<file path="src/rtl/vint_pkg.sv">
package vint_pkg;
    localparam int unsigned VINT_LINES = 8;
    localparam int unsigned VINT_IDX_W = $clog2(VINT_LINES);
    localparam int unsigned VINT_BYTE  = 8;

    typedef enum logic [1:0] {
        PH_IDLE,
        PH_BASE,
        PH_CASC,
        PH_MODE
    } vint_phase_e;

    typedef struct packed {
        logic [VINT_LINES-1:0] mask;
        logic [VINT_LINES-1:0] irr;
        logic [VINT_LINES-1:0] isr;
        logic [VINT_LINES-1:0] prev;
        logic [VINT_BYTE-1:0]  base;
        logic [VINT_BYTE-1:0]  casc;
        vint_phase_e           phase;
        logic                  need_mode;
        logic                  single;
        logic                  aeoi;
        logic                  rd_isr;
    } vint_state_t;
endpackage

</file>
<file path="src/rtl/vint_lowest.sv">
module vint_lowest #(
    parameter int unsigned W  = 8,
    parameter int unsigned IW = $clog2(W)
) (
    input  logic [W-1:0]  vec,
    output logic          any,
    output logic [IW-1:0] idx
);
    always_comb begin
        any = |vec;
        idx = '0;
        for (int i = W - 1; i >= 0; i--) begin
            if (vec[i]) idx = IW'(i);
        end
    end
endmodule

</file>
<file path="src/rtl/vint_req.sv">
module vint_req #(
    parameter int unsigned W = 8
) (
    input  logic [W-1:0] irq_in,
    input  logic [W-1:0] level,
    input  logic [W-1:0] prev,
    input  logic [W-1:0] irr_q,
    input  logic [W-1:0] clr,
    output logic [W-1:0] irr_d
);
    for (genvar g = 0; g < W; g++) begin : g_line
        always_comb begin
            if (level[g]) irr_d[g] = irq_in[g];
            else          irr_d[g] = (irr_q[g] & ~clr[g]) | (irq_in[g] & ~prev[g]);
        end
    end
endmodule

</file>
<file path="src/rtl/vint_ctrl.sv">
module vint_ctrl
    import vint_pkg::*;
#(
    parameter logic [VINT_BYTE-1:0] RST_MASK = 8'hFF
) (
    input  logic                  clk,
    input  logic                  rst_n,
    input  logic                  bus_cs,
    input  logic                  bus_wr,
    input  logic                  bus_addr,
    input  logic [VINT_BYTE-1:0]  bus_wdata,
    output logic [VINT_BYTE-1:0]  bus_rdata,
    input  logic [VINT_LINES-1:0] irq_in,
    input  logic [VINT_LINES-1:0] irq_level,
    input  logic                  ack,
    output logic [VINT_BYTE-1:0]  ack_vector,
    output logic                  int_out,
    output logic [VINT_BYTE-1:0]  casc_word
);
    localparam logic [VINT_IDX_W-1:0] SPUR_LINE = VINT_IDX_W'(VINT_LINES - 1);

    vint_state_t st_q, st_d;

    logic [VINT_LINES-1:0] eligible, ack_clr, irr_next;
    logic                  el_any, is_any;
    logic [VINT_IDX_W-1:0] el_idx, is_idx;

    // signals seen by the bound checker
    logic [VINT_LINES-1:0] isr_vis, irr_vis, mask_vis;
    logic                  aeoi_vis, init_busy;
    logic [VINT_BYTE-1:0]  base_vis;

    assign eligible = st_q.irr & ~st_q.mask;

    vint_lowest #(.W(VINT_LINES)) u_pend (.vec(eligible), .any(el_any), .idx(el_idx));
    vint_lowest #(.W(VINT_LINES)) u_serv (.vec(st_q.isr), .any(is_any), .idx(is_idx));

    assign int_out    = el_any && (!is_any || (el_idx < is_idx));
    assign ack_vector = st_q.base + VINT_BYTE'(int_out ? el_idx : SPUR_LINE);
    assign ack_clr    = (ack && int_out) ? (VINT_LINES'(1) << el_idx) : '0;
    assign bus_rdata  = bus_addr ? st_q.mask : (st_q.rd_isr ? st_q.isr : st_q.irr);
    assign casc_word  = st_q.casc;

    vint_req #(.W(VINT_LINES)) u_req (
        .irq_in (irq_in),
        .level  (irq_level),
        .prev   (st_q.prev),
        .irr_q  (st_q.irr),
        .clr    (ack_clr),
        .irr_d  (irr_next)
    );

    assign isr_vis   = st_q.isr;
    assign irr_vis   = st_q.irr;
    assign mask_vis  = st_q.mask;
    assign aeoi_vis  = st_q.aeoi;
    assign base_vis  = st_q.base;
    assign init_busy = (st_q.phase != PH_IDLE);

    always_comb begin
        st_d      = st_q;
        st_d.prev = irq_in;
        st_d.irr  = irr_next;

        if (ack && int_out && !st_q.aeoi) st_d.isr = st_d.isr | ack_clr;

        if (bus_cs && bus_wr) begin
            if (!bus_addr) begin
                if (bus_wdata[4]) begin
                    st_d.phase     = PH_BASE;
                    st_d.need_mode = bus_wdata[0];
                    st_d.single    = bus_wdata[1];
                    st_d.isr       = '0;
                    st_d.rd_isr    = 1'b0;
                    st_d.aeoi      = 1'b0;
                end else if (bus_wdata[3]) begin
                    if (bus_wdata[1]) st_d.rd_isr = bus_wdata[0];
                end else begin
                    case (bus_wdata[7:5])
                        3'b011: st_d.isr[bus_wdata[VINT_IDX_W-1:0]] = 1'b0;
                        3'b001: if (is_any) st_d.isr[is_idx] = 1'b0;
                        default: ;
                    endcase
                end
            end else begin
                case (st_q.phase)
                    PH_BASE: begin
                        st_d.base = bus_wdata;
                        if (!st_q.single)       st_d.phase = PH_CASC;
                        else if (st_q.need_mode) st_d.phase = PH_MODE;
                        else                     st_d.phase = PH_IDLE;
                    end
                    PH_CASC: begin
                        st_d.casc  = bus_wdata;
                        st_d.phase = st_q.need_mode ? PH_MODE : PH_IDLE;
                    end
                    PH_MODE: begin
                        st_d.aeoi  = bus_wdata[1];
                        st_d.phase = PH_IDLE;
                    end
                    default: st_d.mask = bus_wdata;
                endcase
            end
        end
    end

    always_ff @(posedge clk) begin
        if (!rst_n) begin
            st_q           <= '0;
            st_q.mask      <= RST_MASK;
            st_q.phase     <= PH_IDLE;
        end else begin
            st_q <= st_d;
        end
    end
endmodule

</file>
<file path="config.mk">
export PLATFORM = sky130hd
export DESIGN_NAME = vint_ctrl
export DESIGN_NICKNAME = d
export VERILOG_FILES = /design/src/rtl/vint_pkg.sv /design/src/rtl/vint_lowest.sv /design/src/rtl/vint_req.sv /design/src/rtl/vint_ctrl.sv
export SDC_FILE = /design/constraint.sdc
export NUM_CORES = 1
export LEC_CHECK = 0
export ABC_AREA = 1
export BUFFER_PORTS_ARGS = -buffer_cell sky130_fd_sc_hd__buf_2
export CAP_MARGIN = 30
export CORE_MARGIN = 1
export CORE_UTILIZATION = 56
export DETAILED_ROUTE_END_ITERATION = 16
export PLACE_DENSITY = 0.8
export SYNTH_ARGS = -nofsm -noshare
export SYNTH_HDL_FRONTEND = slang
export SYNTH_SLANG_ARGS = --single-unit
export TNS_END_PERCENT = 10
</file>
<file path="constraint.sdc">
create_clock -name clk -period 3.9 [get_ports clk]
set_input_delay 0.39 -clock clk [delete_from_list [all_inputs] [get_ports clk]]
set_output_delay 0.39 -clock clk [all_outputs]
set_load 0.005 [all_outputs]
</file>
Word-level counts from Yosys, hierarchy flattened
Index checks and enable logic that the tools add are counted.
{"block": "op_classes", "n_addsub": 1, "n_lt_le_gt_ge": 5, "eq_ne": 7, "shift": 1, "muxes": 49, "n_bitwise": 49, "n_reduce_logical": 22}
{"operator": "$mux W8", "n": 9}
{"operator": "$mux W3", "n": 17}
{"operator": "$and A8 B8 Y8", "n": 3}
{"operator": "$not A8 Y8", "n": 3}
{"operator": "$not A1 Y1", "n": 18}
{"operator": "$reduce_and A3 Y1", "n": 6}
{"operator": "$and A1 B1 Y1", "n": 16}
{"operator": "$pmux W8 S2", "n": 1}
{"operator": "$reduce_or A8 Y1", "n": 2}
{"operator": "$mux W1", "n": 15}
{"operator": "$add A8 B3 Y8", "n": 1}
{"operator": "$lt A3 B4 Y1 const B", "n": 2}
{"operator": "$or A1 B1 Y1", "n": 8}
{"operator": "$or A8 B8 Y8", "n": 1}
{"operator": "$shl A1 B3 Y8 const A", "n": 1}
{"operator": "$demux W1 S3", "n": 2}
{"operator": "$ge A3 B1 Y1 const B", "n": 2}
{"operator": "$logic_and A1 B1 Y1", "n": 6}
{"operator": "$mux W2", "n": 3}
{"operator": "$pmux W2 S3", "n": 1}
{"operator": "$reduce_bool A2 Y1", "n": 3}
{"operator": "$mux W5", "n": 1}
{"operator": "$eq A2 B2 Y1 const B", "n": 2}
{"operator": "$ne A4 B1 Y1 const B", "n": 1}
{"operator": "9 further kinds", "n": 10}
{"block": "totals", "regBits": 54, "in_bits": 30, "output_inout_bits": 25, "elab_cells": 145}

Longest topological paths before layout
{"block": "logic_depth", "ltp_word": 24, "ltp_mapped": 21, "ltp_nobuf": 21}

Hierarchy
From an unflattened synthesis, not the netlist that was laid out.
{"block": "hier_totals", "hier_cells": 482, "hier_area_um2": 3210.6}
{"module": "vint_ctrl", "n_inst": 1, "cells_each": 390, "area_each_um2": 2822.7, "seq_area_each_um2": 1081.0}
{"module": "vint_lowest", "n_inst": 2, "cells_each": 22, "area_each_um2": 98.8, "seq_area_each_um2": 0.0}
{"module": "vint_req", "n_inst": 1, "cells_each": 48, "area_each_um2": 190.2, "seq_area_each_um2": 0.0}

Worst setup path after synthesis
No wires, ideal clock.
{"block": "synth_path", "path_kind": "register to output", "start": "register st_q (netlist bit irr_vis[1])", "end": "output ack_vector[7]", "t_arrival_ns": 2.741, "t_required_ns": 3.510, "setup_slack_ns": 0.769, "path_stages_with_launch": 18, "path_buffers": 0, "cell_sequence": "dfxtp_1 -> inv_1 -> nor2_1 -> inv_2 -> nand2_2 -> nor3_4 -> ha_1 -> a21oi_1 -> nand2_2 -> a21boi_1 -> nand2_1 -> ha_1 -> a21oi_1 -> inv_1 -> a31oi_1 -> nor3b_1 -> nand3_1 -> xnor2_1"}
{"block": "synth_between", "elab_chain_len": 8, "word_cells_on_any_way": 9, "cone_classes": "add/sub (1); order compare (1); mux (3); bitwise (1); reduce/logical (3)"}
{"item": "from (decl)", "line_no": "vint_ctrl.sv:22", "source": "vint_state_t st_q, st_d;"}
{"item": "from (signal assigned)", "line_no": "vint_ctrl.sv:113", "source": "st_q <= st_d;"}
{"item": "$and A8 B8 Y8 *", "line_no": "vint_ctrl.sv:33", "source": "assign eligible = st_q.irr & ~st_q.mask;"}
{"item": "$mux W3 (2 in a row)", "line_no": "vint_lowest.sv:13", "source": "if (vec[i]) idx = IW'(i);"}
{"item": "$lt A3 B3 Y1", "line_no": "vint_ctrl.sv:38", "source": "assign int_out = el_any && (!is_any || (el_idx < is_idx));"}
{"item": "$logic_or A1 B1 Y1", "line_no": "vint_ctrl.sv:38"}
{"item": "$logic_and A1 B1 Y1 *", "line_no": "vint_ctrl.sv:38"}
{"item": "net int_out", "line_no": "vint_ctrl.sv:17", "source": "output logic int_out,"}
{"item": "$mux W3 *", "line_no": "vint_ctrl.sv:39", "source": "assign ack_vector = st_q.base + VINT_BYTE'(int_out ? el_idx : SPUR_LINE);"}
{"item": "$add A8 B3 Y8 *", "line_no": "vint_ctrl.sv:39"}
{"item": "to (decl)", "line_no": "vint_ctrl.sv:16", "source": "output logic [VINT_BYTE-1:0] ack_vector,"}
The timed path passes the listed nets; every way through them passes the cells marked *.

Final worst setup path
{"block": "layout_path", "start": "register st_q (netlist bit isr_vis[3])", "end": "output ack_vector[6]"}
{"block": "layout_between", "elab_chain_len": 9, "word_cells_on_any_way": 11, "cone_classes": "add/sub (1); order compare (1); mux (5); reduce/logical (4)"}
{"item": "$mux W3 (4 in a row)", "line_no": "vint_lowest.sv:13"}
{"item": "$lt A3 B3 Y1", "line_no": "vint_ctrl.sv:38"}
{"item": "$logic_or A1 B1 Y1 *", "line_no": "vint_ctrl.sv:38"}
{"item": "$logic_and A1 B1 Y1 *", "line_no": "vint_ctrl.sv:38"}
{"item": "$mux W3 *", "line_no": "vint_ctrl.sv:39"}
{"item": "$add A8 B3 Y8 *", "line_no": "vint_ctrl.sv:39"}
Mark *: on every way between the ends. The rest lies on a longest branch, timed or not.

==> results_dict.tcl <==
set metrics [dict create \
    status "finished, final reports clean" \
    final.setup.tns_ns 0 \
    clkSinkCount 54 \
    numCtsBuffers 5 \
    start_util_pct 59.1 \
    gr-total-overflow 0 \
    path_cells "nor2_1 > inv_1 > nor2_2 > nand2_1 > ha_1 > a21oi_1 > nand2_2 > a21boi_4 > nand2_1 > ha_1 > fa_1 > a21oi_1 > nor2_1 > nand3_1 > xnor2_1 > buf_2" \
    pre_cts_slack_ns 0.444 \
    yosysTopAreaCellShare_pct 35.2 \
    grt_pass1_vias 2688 \
    final_cell_mix "81 x nand2_1, 60 x nor2_1, 54 x dfxtp_1, 54 x buf_2, 46 x o21ai_0" \
    grt_pass1_wl_mm 12.6 \
    clkPwrFrac_pct 33.0 \
    critPathLaunchType "flop" \
    diodes 0 \
    min_to "st_q[29]$_SDFF_PN0_" \
    drc 0 \
    fin_crit_ns 3.71 \
    drv_slew 0 \
    clkTransAtPathRegs_ns 0.10 \
    hpwl_mm 5.85 \
    drive_gt1_share_pct 18.9 \
    root_buffer "clkbuf_8" \
    reg2reg_to "isr_vis[5]$_SDFF_PN0_" \
    synth-seq-cells 54 \
    fp.dieW_um 76.1 \
    min_path_type "input pin to flop" \
    portBuffers 54 \
    cp.required_ns 3.51 \
    final_common_cell "nand2_1" \
    p_switching_mw 0.337 \
    slowest_delay_ns 0.42 \
    yosys-top-cells-area "dfxtp_1 35%, nand2_1 9.9%, nor2_1 7.7%, o21ai_0 7.5%, a21oi_1 6.8%" \
    worst_slack_ns 0.192 \
    drt_wl_total_mm 7.84 \
    drtAntennaViolNets 0 \
    min_period_over_period_pct 95.1 \
    rows 26 \
    max_cap_viol_count 0 \
    ioPinCount 55 \
    area_delta_synth_final_pct 11.6 \
    fillers 491 \
    setup_viol 0 \
    die_h_um 76.1 \
    initialDrtViolationCount 177 \
    gp_congestion 0.942 \
    grt_max_degree 43 \
    worstPathMaxFanout 4 \
    grt_usage_pct 27.2 \
    viasPerCell 5.48 \
    syn_nets 490 \
    p_int_mw 0.835 \
    criticalPathCategory "flop to primary output" \
    avgRoutedWirePerCell_um 14.0 \
    final_util_pct 65.9 \
    p_sw_share_pct 28.8 \
    clock_path_buffers 2 \
    postSynthAreaPerCell_sq_um 6.83 \
    die-area_sq_um 5790 \
    antenna_found_initial 0 \
    worst_slew_pin_slew_ns 0.725 \
    synth_top_area_cell "dfxtp_1" \
    regArea_sq_um 1080 \
    arrival_ns 3.32 \
    synth.distinct_cells 39 \
    hold_viol 0 \
    vias 3080 \
    nNetsFinal 531 \
    syn_inst 450 \
    seq_power_share_pct 50.1 \
    firstDrtPassIters 5 \
    cts_tree "built" \
    synth_warnings 0 \
    worstHoldStart "irq_in[7]" \
    slew_headroom_pct 51.7 \
    powerDensity_nw_per_um2 342 \
    syn_area_sq_um 3070 \
    finClkSkew_ns 0.00563 \
    holdBufCountCts 0 \
    max_freq_mhz 270 \
    whs_path_depth 3 \
    clock_latency_ns 0.31 \
    endpoint_kind "primary output" \
    power.leakage_nw 1.67 \
    worst_r2r_path_depth 12 \
    multi_input_area_sq_um 1660 \
    seq_area_frac_synth_pct 35.2 \
    p_comb_share_pct 17.0 \
    reg2reg_slack_ns 1.75 \
    htreeDepth 2 \
    core_area_sq_um 5200 \
    critPathSlowestCell "fa_1" \
    r2r-start "isr_vis[3]$_SDFF_PN0_" \
    ir_worst_vdd_mv 0.203 \
]
-- cell families after synthesis --
kind of cell,Yosys count,synth area share [%]
AND/OR/NAND/NOR,194,28.0
XOR/XNOR,6,1.71
adder cells (fa/ha/maj),10,4.31
AO/OA/AOI/OAI,109,19.1
buffers and inverters,77,11.7
flip-flops,54,35.2
-- metal layers --
layer  up-vias  routed length, um  track usage [%]
met5         -                  0                0
met4         0                168             9.81
met3        18                572             4.67
met2       122               3500             43.1
met1      1391               3600             37.3
li1       1549                  -                -
-- worst max path at each step --
| stage | from | end | slack (ns) | cells past startpoint |
|---|---|---|---|---|
| 2_1_floorplan | irr_vis[1]$_SDFF_PN0_ | ack_vector[7] | 0.77 | 17 |
| 3_5_place_dp | isr_vis[0]$_SDFF_PN0_ | ack_vector[7] | 0.44 | 17 |
| 6_report | isr_vis[3]$_SDFF_PN0_ | ack_vector[6] | 0.19 | 16 |
| 3_3_place_gp | irr_vis[1]$_SDFF_PN0_ | ack_vector[7] | 0.59 | 18 |
| 5_1_grt | irr_vis[7]$_SDFF_PN0_ | ack_vector[6] | -0.02 | 16 |
| 4_1_cts | isr_vis[3]$_SDFF_PN0_ | ack_vector[7] | 0.07 | 17 |
-- Yosys cell counts (all sizes together) --
| master | count |
|---|---|
| nor3b | 2 |
| bufbuf | 1 |
| xor2 | 4 |
| nand4 | 12 |
| nor2 | 65 |
| o211ai | 6 |
| o22ai | 1 |
| ha | 9 |
| o31ai | 1 |
| a211oi | 1 |
| a21boi | 1 |
| xnor2 | 2 |
| fa | 1 |
| a311oi | 1 |
| a22oi | 2 |
| inv | 54 |
| nand3 | 8 |
| a21oi | 43 |
| nand2 | 91 |
| clkinv | 3 |
| o21ai | 49 |
| nor4 | 1 |
| clkbuf | 7 |
| buf | 12 |
| dfxtp | 54 |
| o21bai | 1 |
| a31oi | 3 |
| nor3 | 15 |
-- flip-flops by register name (all words and copies together) (netlist names) --
register / flops
casc_word: 8
base_vis: 8
mask_vis: 8
st_q: 13
isr_vis: 8
aeoi_vis: 1
irr_vis: 8
-- cell type report --
class	instances	share of cell area (%)
Clock inverter	3	1.28
Tap cell	70	2.55
Clock buffer	5	2.01
Sequential cell	54	31.5
Inverter	57	6.31
Timing Repair Buffer	54	7.88
Multi-Input combinational cell	319	48.5
-- power groups by stage --
| stage | Sequential, mW | Clock, mW | Combinational (mW) |
|---|---|---|---|
| 2_1_floorplan | 0.594 | 0 | 0.131 |
| 3_3_place_gp | 0.598 | 0 | 0.186 |
| 3_5_place_dp | 0.599 | 0 | 0.190 |
| 4_1_cts | 0.586 | 0.390 | 0.191 |
| 5_1_grt | 0.589 | 0.412 | 0.222 |
| 6_report | 0.587 | 0.386 | 0.199 |
-- timing repair --
| action | CTS | global route |
|---|---|---|
| resized for setup | 0 | 7 |
| buffers inserted | 0 | 0 |
| hold endpoints to repair | 0 | 0 |
| endpoints found under the setup margin | 0 | 5 |
-- metrics by stage --
stage,total power [mW],hold slack [ns],area (sq um),cells
2_1_floorplan,0.725,0.443,3070,450
3_3_place_gp,0.784,0.449,3290,554
3_5_place_dp,0.789,0.463,3290,554
4_1_cts,1.17,0.266,3400,562
5_1_grt,1.22,0.267,3430,562
6_report,1.17,0.264,3430,562
-- critical path, delay by kind of cell, from the launching register on --
kind            cells  cell delay (ns)
buf+inv             2             0.22
compound gates      3             0.52
xor+xnor            1             0.11
flops               1             0.35
fa+ha+maj           3             0.95
simple gates        7             0.86
Note: power is estimated with default switching activity, not from simulation.
